--- src/rtl/uart_rxbuf_pkg.sv ---
package uart_rxbuf_pkg;

    // Read-data source selected by the address decoder
    typedef enum logic [1:0] {
        SEL_NONE   = 2'd0,
        SEL_RXWORD = 2'd1,
        SEL_DIV    = 2'd2
    } rxb_sel_e;

    // Fixed character width of the data path
    localparam int unsigned CHAR_BITS = 8;

    // Holding state of the receive side
    typedef struct packed {
        logic [CHAR_BITS-1:0] lo_char;
        logic                 lo_b9;
        logic [CHAR_BITS-1:0] hi_char;
        logic                 hi_b9;
        logic                 half;
        logic                 ready;
        logic                 ovr;
    } rxb_state_t;

    // Transmit / divisor side state
    typedef struct packed {
        logic                 load;
        logic [CHAR_BITS-1:0] tdata;
        logic [CHAR_BITS-1:0] dll;
    } txs_state_t;

endpackage

--- src/rtl/rxb_decode.sv ---
module rxb_decode
    import uart_rxbuf_pkg::*;
#(
    parameter int unsigned ADDR_W      = 4,
    parameter int unsigned MAIN_ADDR   = 0,
    parameter int unsigned SHADOW_ADDR = 2
) (
    input  logic [ADDR_W-1:0] addr,
    input  logic              rd,
    input  logic              wr,
    input  logic              div_access,
    output rxb_sel_e          rd_sel,
    output logic              rd_clear,
    output logic              thr_wr,
    output logic              dll_wr
);
    localparam logic [ADDR_W-1:0] MAIN_A   = ADDR_W'(MAIN_ADDR);
    localparam logic [ADDR_W-1:0] SHADOW_A = ADDR_W'(SHADOW_ADDR);

    logic hit_main;
    logic hit_shadow;

    always_comb begin
        hit_main   = (addr == MAIN_A);
        hit_shadow = (addr == SHADOW_A);
        rd_sel     = SEL_NONE;
        if (hit_main)
            rd_sel = div_access ? SEL_DIV : SEL_RXWORD;
        else if (hit_shadow)
            rd_sel = SEL_RXWORD;
        rd_clear = rd & hit_main & ~div_access;
        thr_wr   = wr & hit_main & ~div_access;
        dll_wr   = wr & hit_main &  div_access;
    end

endmodule

--- src/rtl/rxb_packer.sv ---
module rxb_packer
    import uart_rxbuf_pkg::*;
#(
    parameter int unsigned BUS_W = 32
) (
    input  logic                 clk,
    input  logic                 rst_n,
    input  logic                 rx_valid,
    input  logic [CHAR_BITS-1:0] rx_char,
    input  logic                 rx_bit9,
    input  logic                 pack_en,
    input  logic                 rd_clear,
    output logic [BUS_W-1:0]     word,
    output logic                 ready,
    output logic                 overrun
);
    localparam int unsigned HI_LSB = BUS_W / 2;
    localparam int unsigned LO_B9  = CHAR_BITS;
    localparam int unsigned HI_B9  = HI_LSB + CHAR_BITS;

    rxb_state_t st_q, st_d;

    always_comb begin
        st_d       = st_q;
        st_d.ready = st_q.ready & ~rd_clear;
        if (rx_valid) begin
            if (st_d.ready) begin
                st_d.ovr = 1'b1;
            end else if (!pack_en || !st_q.half) begin
                st_d.lo_char = rx_char;
                st_d.lo_b9   = rx_bit9;
                st_d.hi_char = '0;
                st_d.hi_b9   = 1'b0;
                st_d.half    = pack_en;
                st_d.ready   = ~pack_en;
            end else begin
                st_d.hi_char = rx_char;
                st_d.hi_b9   = rx_bit9;
                st_d.half    = 1'b0;
                st_d.ready   = 1'b1;
            end
        end
    end

    always_ff @(posedge clk or negedge rst_n) begin
        if (!rst_n) st_q <= '0;
        else        st_q <= st_d;
    end

    always_comb begin
        word                              = '0;
        word[CHAR_BITS-1:0]               = st_q.lo_char;
        word[LO_B9]                       = st_q.lo_b9;
        word[HI_LSB +: CHAR_BITS]         = st_q.hi_char;
        word[HI_B9]                       = st_q.hi_b9;
        ready                             = st_q.ready;
        overrun                           = st_q.ovr;
    end


    gap_zero_chk: assert property (@(posedge clk) disable iff (!rst_n)
        (word[HI_LSB-1:LO_B9+1] == '0) && (word[BUS_W-1:HI_B9+1] == '0));


    half_not_ready_chk: assert property (@(posedge clk) disable iff (!rst_n)
        (rx_valid && pack_en && !st_q.half && !(st_q.ready && !rd_clear)) |=> !ready);


    overrun_sticky_chk: assert property (@(posedge clk) disable iff (!rst_n)
        overrun |=> overrun);


    overrun_keep_chk: assert property (@(posedge clk) disable iff (!rst_n)
        (rx_valid && ready && !rd_clear) |=> (overrun && $stable(word)));

endmodule

--- src/rtl/rxb_txside.sv ---
module rxb_txside
    import uart_rxbuf_pkg::*;
(
    input  logic                 clk,
    input  logic                 rst_n,
    input  logic                 thr_wr,
    input  logic                 dll_wr,
    input  logic [CHAR_BITS-1:0] wbyte,
    output logic                 tx_load,
    output logic [CHAR_BITS-1:0] tx_data,
    output logic [CHAR_BITS-1:0] div_low
);
    txs_state_t ts_q, ts_d;

    always_comb begin
        ts_d      = ts_q;
        ts_d.load = thr_wr;
        if (thr_wr) ts_d.tdata = wbyte;
        if (dll_wr) ts_d.dll   = wbyte;
    end

    always_ff @(posedge clk or negedge rst_n) begin
        if (!rst_n) ts_q <= '0;
        else        ts_q <= ts_d;
    end

    assign tx_load = ts_q.load;
    assign tx_data = ts_q.tdata;
    assign div_low = ts_q.dll;


    thr_strobe_chk: assert property (@(posedge clk) disable iff (!rst_n)
        thr_wr |=> (tx_load && tx_data == $past(wbyte)));


    dll_no_strobe_chk: assert property (@(posedge clk) disable iff (!rst_n)
        (dll_wr && !thr_wr) |=> (!tx_load && div_low == $past(wbyte)));

endmodule

--- src/rtl/uart_rxbuf_regs.sv ---
module uart_rxbuf_regs
    import uart_rxbuf_pkg::*;
#(
    parameter int unsigned ADDR_W      = 4,
    parameter int unsigned BUS_W       = 32,
    parameter int unsigned CHAR_W      = 8,
    parameter int unsigned MAIN_ADDR   = 0,
    parameter int unsigned SHADOW_ADDR = 2
) (
    input  logic              clk,
    input  logic              rst_n,
    input  logic [ADDR_W-1:0] bus_addr,
    input  logic              bus_rd,
    input  logic              bus_wr,
    input  logic [BUS_W-1:0]  bus_wdata,
    output logic [BUS_W-1:0]  bus_rdata,
    input  logic              div_access,
    input  logic              pack_en,
    input  logic              rx_valid,
    input  logic [CHAR_W-1:0] rx_char,
    input  logic              rx_bit9,
    output logic              data_ready,
    output logic              overrun,
    output logic              tx_load,
    output logic [CHAR_W-1:0] tx_data,
    output logic [CHAR_W-1:0] div_low
);
    rxb_sel_e         rd_sel;
    logic             rd_clear;
    logic             thr_wr;
    logic             dll_wr;
    logic [BUS_W-1:0] rx_word;

    rxb_decode #(
        .ADDR_W      (ADDR_W),
        .MAIN_ADDR   (MAIN_ADDR),
        .SHADOW_ADDR (SHADOW_ADDR)
    ) u_decode (
        .addr       (bus_addr),
        .rd         (bus_rd),
        .wr         (bus_wr),
        .div_access (div_access),
        .rd_sel     (rd_sel),
        .rd_clear   (rd_clear),
        .thr_wr     (thr_wr),
        .dll_wr     (dll_wr)
    );

    rxb_packer #(
        .BUS_W (BUS_W)
    ) u_packer (
        .clk      (clk),
        .rst_n    (rst_n),
        .rx_valid (rx_valid),
        .rx_char  (rx_char),
        .rx_bit9  (rx_bit9),
        .pack_en  (pack_en),
        .rd_clear (rd_clear),
        .word     (rx_word),
        .ready    (data_ready),
        .overrun  (overrun)
    );

    rxb_txside u_txside (
        .clk     (clk),
        .rst_n   (rst_n),
        .thr_wr  (thr_wr),
        .dll_wr  (dll_wr),
        .wbyte   (bus_wdata[CHAR_W-1:0]),
        .tx_load (tx_load),
        .tx_data (tx_data),
        .div_low (div_low)
    );

    always_comb begin
        unique case (rd_sel)
            SEL_RXWORD: bus_rdata = rx_word;
            SEL_DIV:    bus_rdata = {{(BUS_W-CHAR_W){1'b0}}, div_low};
            default:    bus_rdata = '0;
        endcase
    end


    main_read_clear_chk: assert property (@(posedge clk) disable iff (!rst_n)
        (bus_rd && bus_addr == ADDR_W'(MAIN_ADDR) && !div_access && !rx_valid)
            |=> !data_ready);


    shadow_quiet_chk: assert property (@(posedge clk) disable iff (!rst_n)
        (bus_rd && bus_addr == ADDR_W'(SHADOW_ADDR) && !rx_valid)
            |=> ($stable(data_ready) && $stable(overrun)));


    shadow_write_chk: assert property (@(posedge clk) disable iff (!rst_n)
        (bus_wr && bus_addr == ADDR_W'(SHADOW_ADDR)) |=> !tx_load);

endmodule

--- config.mk ---
export PLATFORM = sky130hd
export DESIGN_NAME = uart_rxbuf_regs
export DESIGN_NICKNAME = d
export VERILOG_FILES = /design/src/rtl/uart_rxbuf_pkg.sv /design/src/rtl/rxb_decode.sv /design/src/rtl/rxb_packer.sv /design/src/rtl/rxb_txside.sv /design/src/rtl/uart_rxbuf_regs.sv
export SDC_FILE = /design/constraint.sdc
export NUM_CORES = 1
export LEC_CHECK = 0
export BUFFER_PORTS_ARGS = -buffer_cell sky130_fd_sc_hd__buf_2
export CAP_MARGIN = 20
export CORE_UTILIZATION = 44
export DETAILED_ROUTE_END_ITERATION = 7
export HOLD_SLACK_MARGIN = 0.12
export PLACE_DENSITY_LB_ADDON = 0.15
export SLEW_MARGIN = 10
export SYNTH_ARGS = -nofsm -noshare
export SYNTH_HDL_FRONTEND = slang
export SYNTH_SLANG_ARGS = --single-unit
--- constraint.sdc ---
create_clock -name clk -period 2.7 [get_ports clk]
set_clock_uncertainty 0.2 [all_clocks]
set_input_delay 0.675 -clock clk [delete_from_list [all_inputs] [get_ports clk]]
set_output_delay 0.675 -clock clk [all_outputs]
set_load 0.05 [all_outputs]
# Word-level counts from Yosys, hierarchy flattened
# Cells that the tools add are included.
[classes]
bitwise_logic = 10
reduce_logical = 7
muxes = 8
eq_ne = 3
[op_table]
columns = ["cell", "count"]
rows = [
  ["case mux 25 bit (2 select lines)", 1],
  ["two-way mux 11 bit", 1],
  ["AND 1 bit", 6],
  ["two-way mux 2 bit", 3],
  ["== test 4 x 2 -> 1 bit (second input constant)", 1],
  ["zero test 4 bit", 1],
  ["NOT 1 bit", 4],
  ["AND reduction 2 bit", 2],
  ["two-way mux 1 bit", 3],
  ["AND reduction 3 bit", 1],
  ["== test 2 x 1 -> 1 bit (second input constant)", 1],
  ["== test 2 bit (second input constant)", 1],
  ["zero test 1 bit", 2],
  ["logical OR 1 bit", 1],
]
[word_totals]
regBits = 38
output_inout_bits = 51

# Longest topological paths before layout
[logic_depth]
depth_word = 7
mapped_depth = 5
depth_no_buf = 3

# Modules after synthesis
# A second synthesis with hierarchy kept.
[hier_totals]
cells_unflattened = 185
hier_area_um2 = 2223.4
[by_module_without_submodules]
columns = ["mod", "cells_per_inst", "area_each_um2", "n_inst"]
rows = [
  ["rxb_packer", 92, 1111.1, 1],
  ["rxb_txside", 35, 688.2, 1],
  ["uart_rxbuf_regs", 50, 350.3, 1],
  ["rxb_decode", 8, 73.8, 1],
]

# Worst setup path before layout
# No wires, ideal clock.
[synth_path]
path_type = "input-to-output"
start = "input div_access"
end = "output bus_rdata[16]"
path_slack_ps = -286
required_time_ps = 1825
n_path_buf = 2
t_arrival_ps = 2111
stages = 4
cell_sequence = "clkbuf_1 a2111oi_4 clkbuf_1 and2_1"
[synth_between]
elab_chain_cells = 4
elab_cells_between_ends = 5
[synth_lines]
columns = ["item", "line_no", "rtl"]
rows = [
  ["from (decl)", "uart_rxbuf_regs.sv:17", "input logic div_access,"],
  ["two-way mux 2 bit *", "rxb_decode.sv:28", "rd_sel = div_access ? SEL_DIV : SEL_RXWORD;"],
  ["two-way mux 2 bit *", "rxb_decode.sv:27", "if (hit_main)"],
  ["== test 2 bit or == test 2 x 1 -> 1 bit (tied branches)", "uart_rxbuf_regs.sv:76", "unique case (rd_sel)"],
  ["case mux 25 bit (2 select lines) *", "uart_rxbuf_regs.sv:76", ""],
  ["to (decl)", "uart_rxbuf_regs.sv:16", "output logic [BUS_W-1:0] bus_rdata,"],
]
# Mark *: on every way between the ends. The rest lies on a longest branch, timed or not.

# Worst setup path after layout
[layout_path]
start = "input bus_addr[1]"
end = "output bus_rdata[23]"
[layout_between]
elab_chain_cells = 5
elab_cells_between_ends = 7
[layout_lines]
columns = ["item", "line_no", "rtl"]
rows = [
  ["from (decl)", "uart_rxbuf_regs.sv:12", "input logic [ADDR_W-1:0] bus_addr,"],
  ["== test 4 x 2 -> 1 bit", "rxb_decode.sv:25", "hit_shadow = (addr == SHADOW_A);"],
  ["two-way mux 1 bit", "rxb_decode.sv:29", "else if (hit_shadow)"],
  ["two-way mux 2 bit *", "rxb_decode.sv:27", ""],
  ["== test 2 bit or == test 2 x 1 -> 1 bit (tied branches)", "uart_rxbuf_regs.sv:76", ""],
  ["case mux 25 bit (2 select lines) *", "uart_rxbuf_regs.sv:76", ""],
]
# Marked as above.

==> summary.md <==
| Metric | Value |
|---|---|
| Status | completed |
| HPWL after detailed placement | 2780 µm |
| Routed wire length | 4050 µm |
| Basic-gate share of the synthesized area counting and, or, nand and nor cells | 11.9% |
| Share of the synthesized area in the top cell type | 50.3% |
| Largest voltage drop on the vdd net | 511 µV |
| Fmax | 378 MHz |
| Worst slew pin tran | 0.839 ns |
| Worst endpoint required time | 1.82 ns |
| CTS sink cnt | 38 |
| Reg-to-reg setup timing slack | 0.94 ns |
| Kind of critical path | input port to primary output |
| Average wire per standard cell | 13.9 µm |
| Later-pin clock latency in the skew report | just under 0.3 ns |
| Post-DP Area | around 2300 µm² |
| Final hold slack | 0.273 ns |
| RD Place Congestion | 0.706 |
| Net switching share of the total power | 37.9% |
| Number of maximum-capacitance violations | 0 |
| Final #Nets | ~290 |
| H-Tree Level Count | 2 |
| Switching power total | about 0.73 mW |
| Distinct cells, synth | 24 |
| Number of nets still failing antenna checks after routing | 0 |
| Area contributors post-synth | dfrtp_1 50%, mux2_2 9.5%, buf_4 6.0% |
| Vias in the first global route | 1350 |
| Clock tree root buffer cell | clkbuf_8 |
| Post-synthesis area per instance | 11.1 µm² |
| Dominant cell type by area after synthesis | dfrtp_1 |
| Placed cell count | ~280 |
| DRT iter0 DRCs | 56 |
| Layout Cells excl Fill | approximately 290 |
| Largest family of logic cells by synthesized area | multiplexers |
| Core Rows | 23 |
| Post-route total power | 1.93 mW |
| Post-synthesis sequential area ratio | 50.3% |
| Maximum number of pins on one net before global-route repair | 39 |
| Num CTS Buffers | 5 |
| Post-Synth Adder-Cell Area | 0% |
| First-pass detailed-route iteration total | 4 |
| Total of hold buffers inserted after clock tree synthesis | 0 |
| Number of antenna repair diodes | 0 |
| Total Die Area | 4560 µm² |
| Cell depth of the worst flop-to-flop path | 3 |
| Buffer depth of the longest clock path | 2 |
| Max-Slew Margin vs Limit | around 44% |
| Share of cells above drive strength 1 | 50.4% |
| Number of top-level pins | 103 |
| Xor and xnor fraction of the mapped netlist area | 0% |
| Setup repair after global routing missed its margin | no |
| Yosys reg bits | 38 |
| Utilization after layout | 64.4% |
| End point of the critical path | bus_rdata[23] |
| Area Overhead vs Synth | 38.4% |
| Post-synthesis instance total | 170 |
| First-pass GRT wire length | 6160 µm |
| Portion of the clock cycle consumed by the worst path in the final layout | a little over nine tenths |
| Clock share of power | 24.4% |
| Async S/R FF share, synth | 100% |
| Capturing element type of the critical path | primary output |
| Final critical path time including I/O delays and setup | about 2.6 ns |
| CTS tree | done |
| GRT Total Usage | between 10% and 20% |
| Reg-to-Reg End | u_packer.word[8] |
| Port Buf Inserts | 64 |
| Proportion of power drawn by combinational gates | around a third |
| Overflow left after global routing | 0 |
| Filler cells | between 300 and 400 |
| Cell with the most instances after synthesis | dfrtp_1 |
| Chip Height | 67.5 µm |
| Worst setup path start | bus_addr[1] |
| Multiplexer area fraction after synthesis | 14.8% |
| Final std cell area, no fill | approximately 2600 µm² |
| Clock-pin slew of the registers on the worst-case setup and hold paths | 0.07 ns |
| Die extent in x | just under 70 µm |
| CP startpoint kind | input port |
| Data arrival time of the critical path | 1.77 ns |
| Post-synth design cell area | 1890 µm² |
| Number of antenna violations at the first check in global routing | 0 |
| Leakage power summed over all cells | 1.29 nW |
| Slew Viols, Final | 0 |
| Setup-failing EPs final | 0 |
| Detailed-route via count | 1432 |
| Launch instance of the worst min-delay path | u_packer.overrun |
| Fraction of the mapped netlist area in compound gates | 12.6% |
| Initial Utilization | 46.6% |
| Flop pwr share | 42.3% |
| Most instantiated flip-flop cell in the synthesis netlist | dfrtp_1 |
| Power density over cell area | 738 nW/µm² |
| Beginning of the worst register-to-register path | u_packer.st_q[2] |
| Number of flops mapped to enable cells by yosys | 0 |
| Class of the most critical hold timing path | flop to flop |
| Syn. warnings | 0 |
| Synth top cells by count | 38 x dfrtp_1, 21 x nand2_1, 16 x mux2_2 |
| Core outline area | 4060 µm² |
| DRC violations left | 0 |
| Via density | around 4.9 |
| Top fanout value on the critical path | 5 |
| Cell internal power dissipation | about 1.2 mW |
| Final hold violation count | 0 |
-- worst max-delay path: stages --
cell       delay (ns)
buf_2            0.11
inv_1            0.06
a2111oi_4        0.30
buf_6            0.19
clkbuf_16        0.15
and2_4           0.14
buf_8            0.13
-- how the worst min path moves through the flow --
stage,end,slack [ns],cells past startpoint
2_1_floorplan,u_packer.overrun,0.18,0
3_3_place_gp,u_packer.overrun,0.25,1
3_5_place_dp,u_packer.overrun,0.25,1
4_1_cts,u_packer.overrun,0.27,1
5_1_grt,u_packer.overrun,0.31,1
6_report,u_packer.overrun,0.27,1
-- repair_timing --
item | in CTS | in global routing
pin swaps | 0 | 3
buffers inserted | 0 | 1
endpoints found under the setup margin | 18 | 8
gates resized for setup | 18 | 33
cloned | 0 | 3
-- power by group through the flow --
stage	Sequential, mW	Clock, mW	Combinational, mW
after floorplan	0.960	0	0.321
after detailed placement	0.817	0	0.610
after global routing	0.835	0.508	0.694
after CTS	0.809	0.485	0.620
final	0.816	0.470	0.643
after global placement	0.811	0	0.600
-- flip-flops by register name (all words and copies together) (netlist names) --
signal,count
u_packer.overrun,1
u_packer.ready,1
u_packer.st_q,1
u_packer.word,18
u_txside.div_low,8
u_txside.tx_data,8
u_txside.tx_load,1
-- cell type report --
cell class | instances | area, µm² | area share (%)
clock inverters | 3 | 40.0 | 1.53
multi-input cells | 111 | 855 | 32.7
repair buffers | 73 | 593 | 22.7
flip-flops and latches | 38 | 951 | 36.4
well taps | 50 | 62.6 | 2.39
clock buffers | 5 | 68.8 | 2.63
inverters | 12 | 45.0 | 1.72
-- layout by cell type (no fill, tap or decap), types with 9 or more instances in the layout --
cell     Yosys  routed
o21ai_0      9       9
nand2_1     21      21
dfrtp_1     38      38
buf_8        0      10
and2_4       0      10
conb_1       1      14
buf_2        0      46
mux2_2      16      16
inv_1       12      12
o22ai_1      9       9
mux2i_1     10      10
buf_6        1      10
-- logic make-up after synthesis --
group                  count (synthesis)
flip-flops                            38
other                                  1
AO/OA/AOI/OAI                         31
AND/OR/NAND/NOR                       40
buffers and inverters                 34
multiplexers                          26
-- layer usage --
metal / vias up / track usage (%) / wire length [µm]
li1: 699 / - / -
met2: 61 / 27.4 / 1870
met3: 4 / 7.94 / 312
met5: - / 0 / 0
met4: 0 / 6.38 / 34
met1: 668 / 24.8 / 1830
-- per-stage QoR --
stage                     TNS [ns]  worst slack (ns)
after floorplan                  0           0.00673
after global placement      -0.229           -0.0293
after detailed placement    -0.455           -0.0378
after CTS                        0            0.0208
after global routing             0            0.0129
final                            0            0.0558
(Power assumes the default switching activity.)
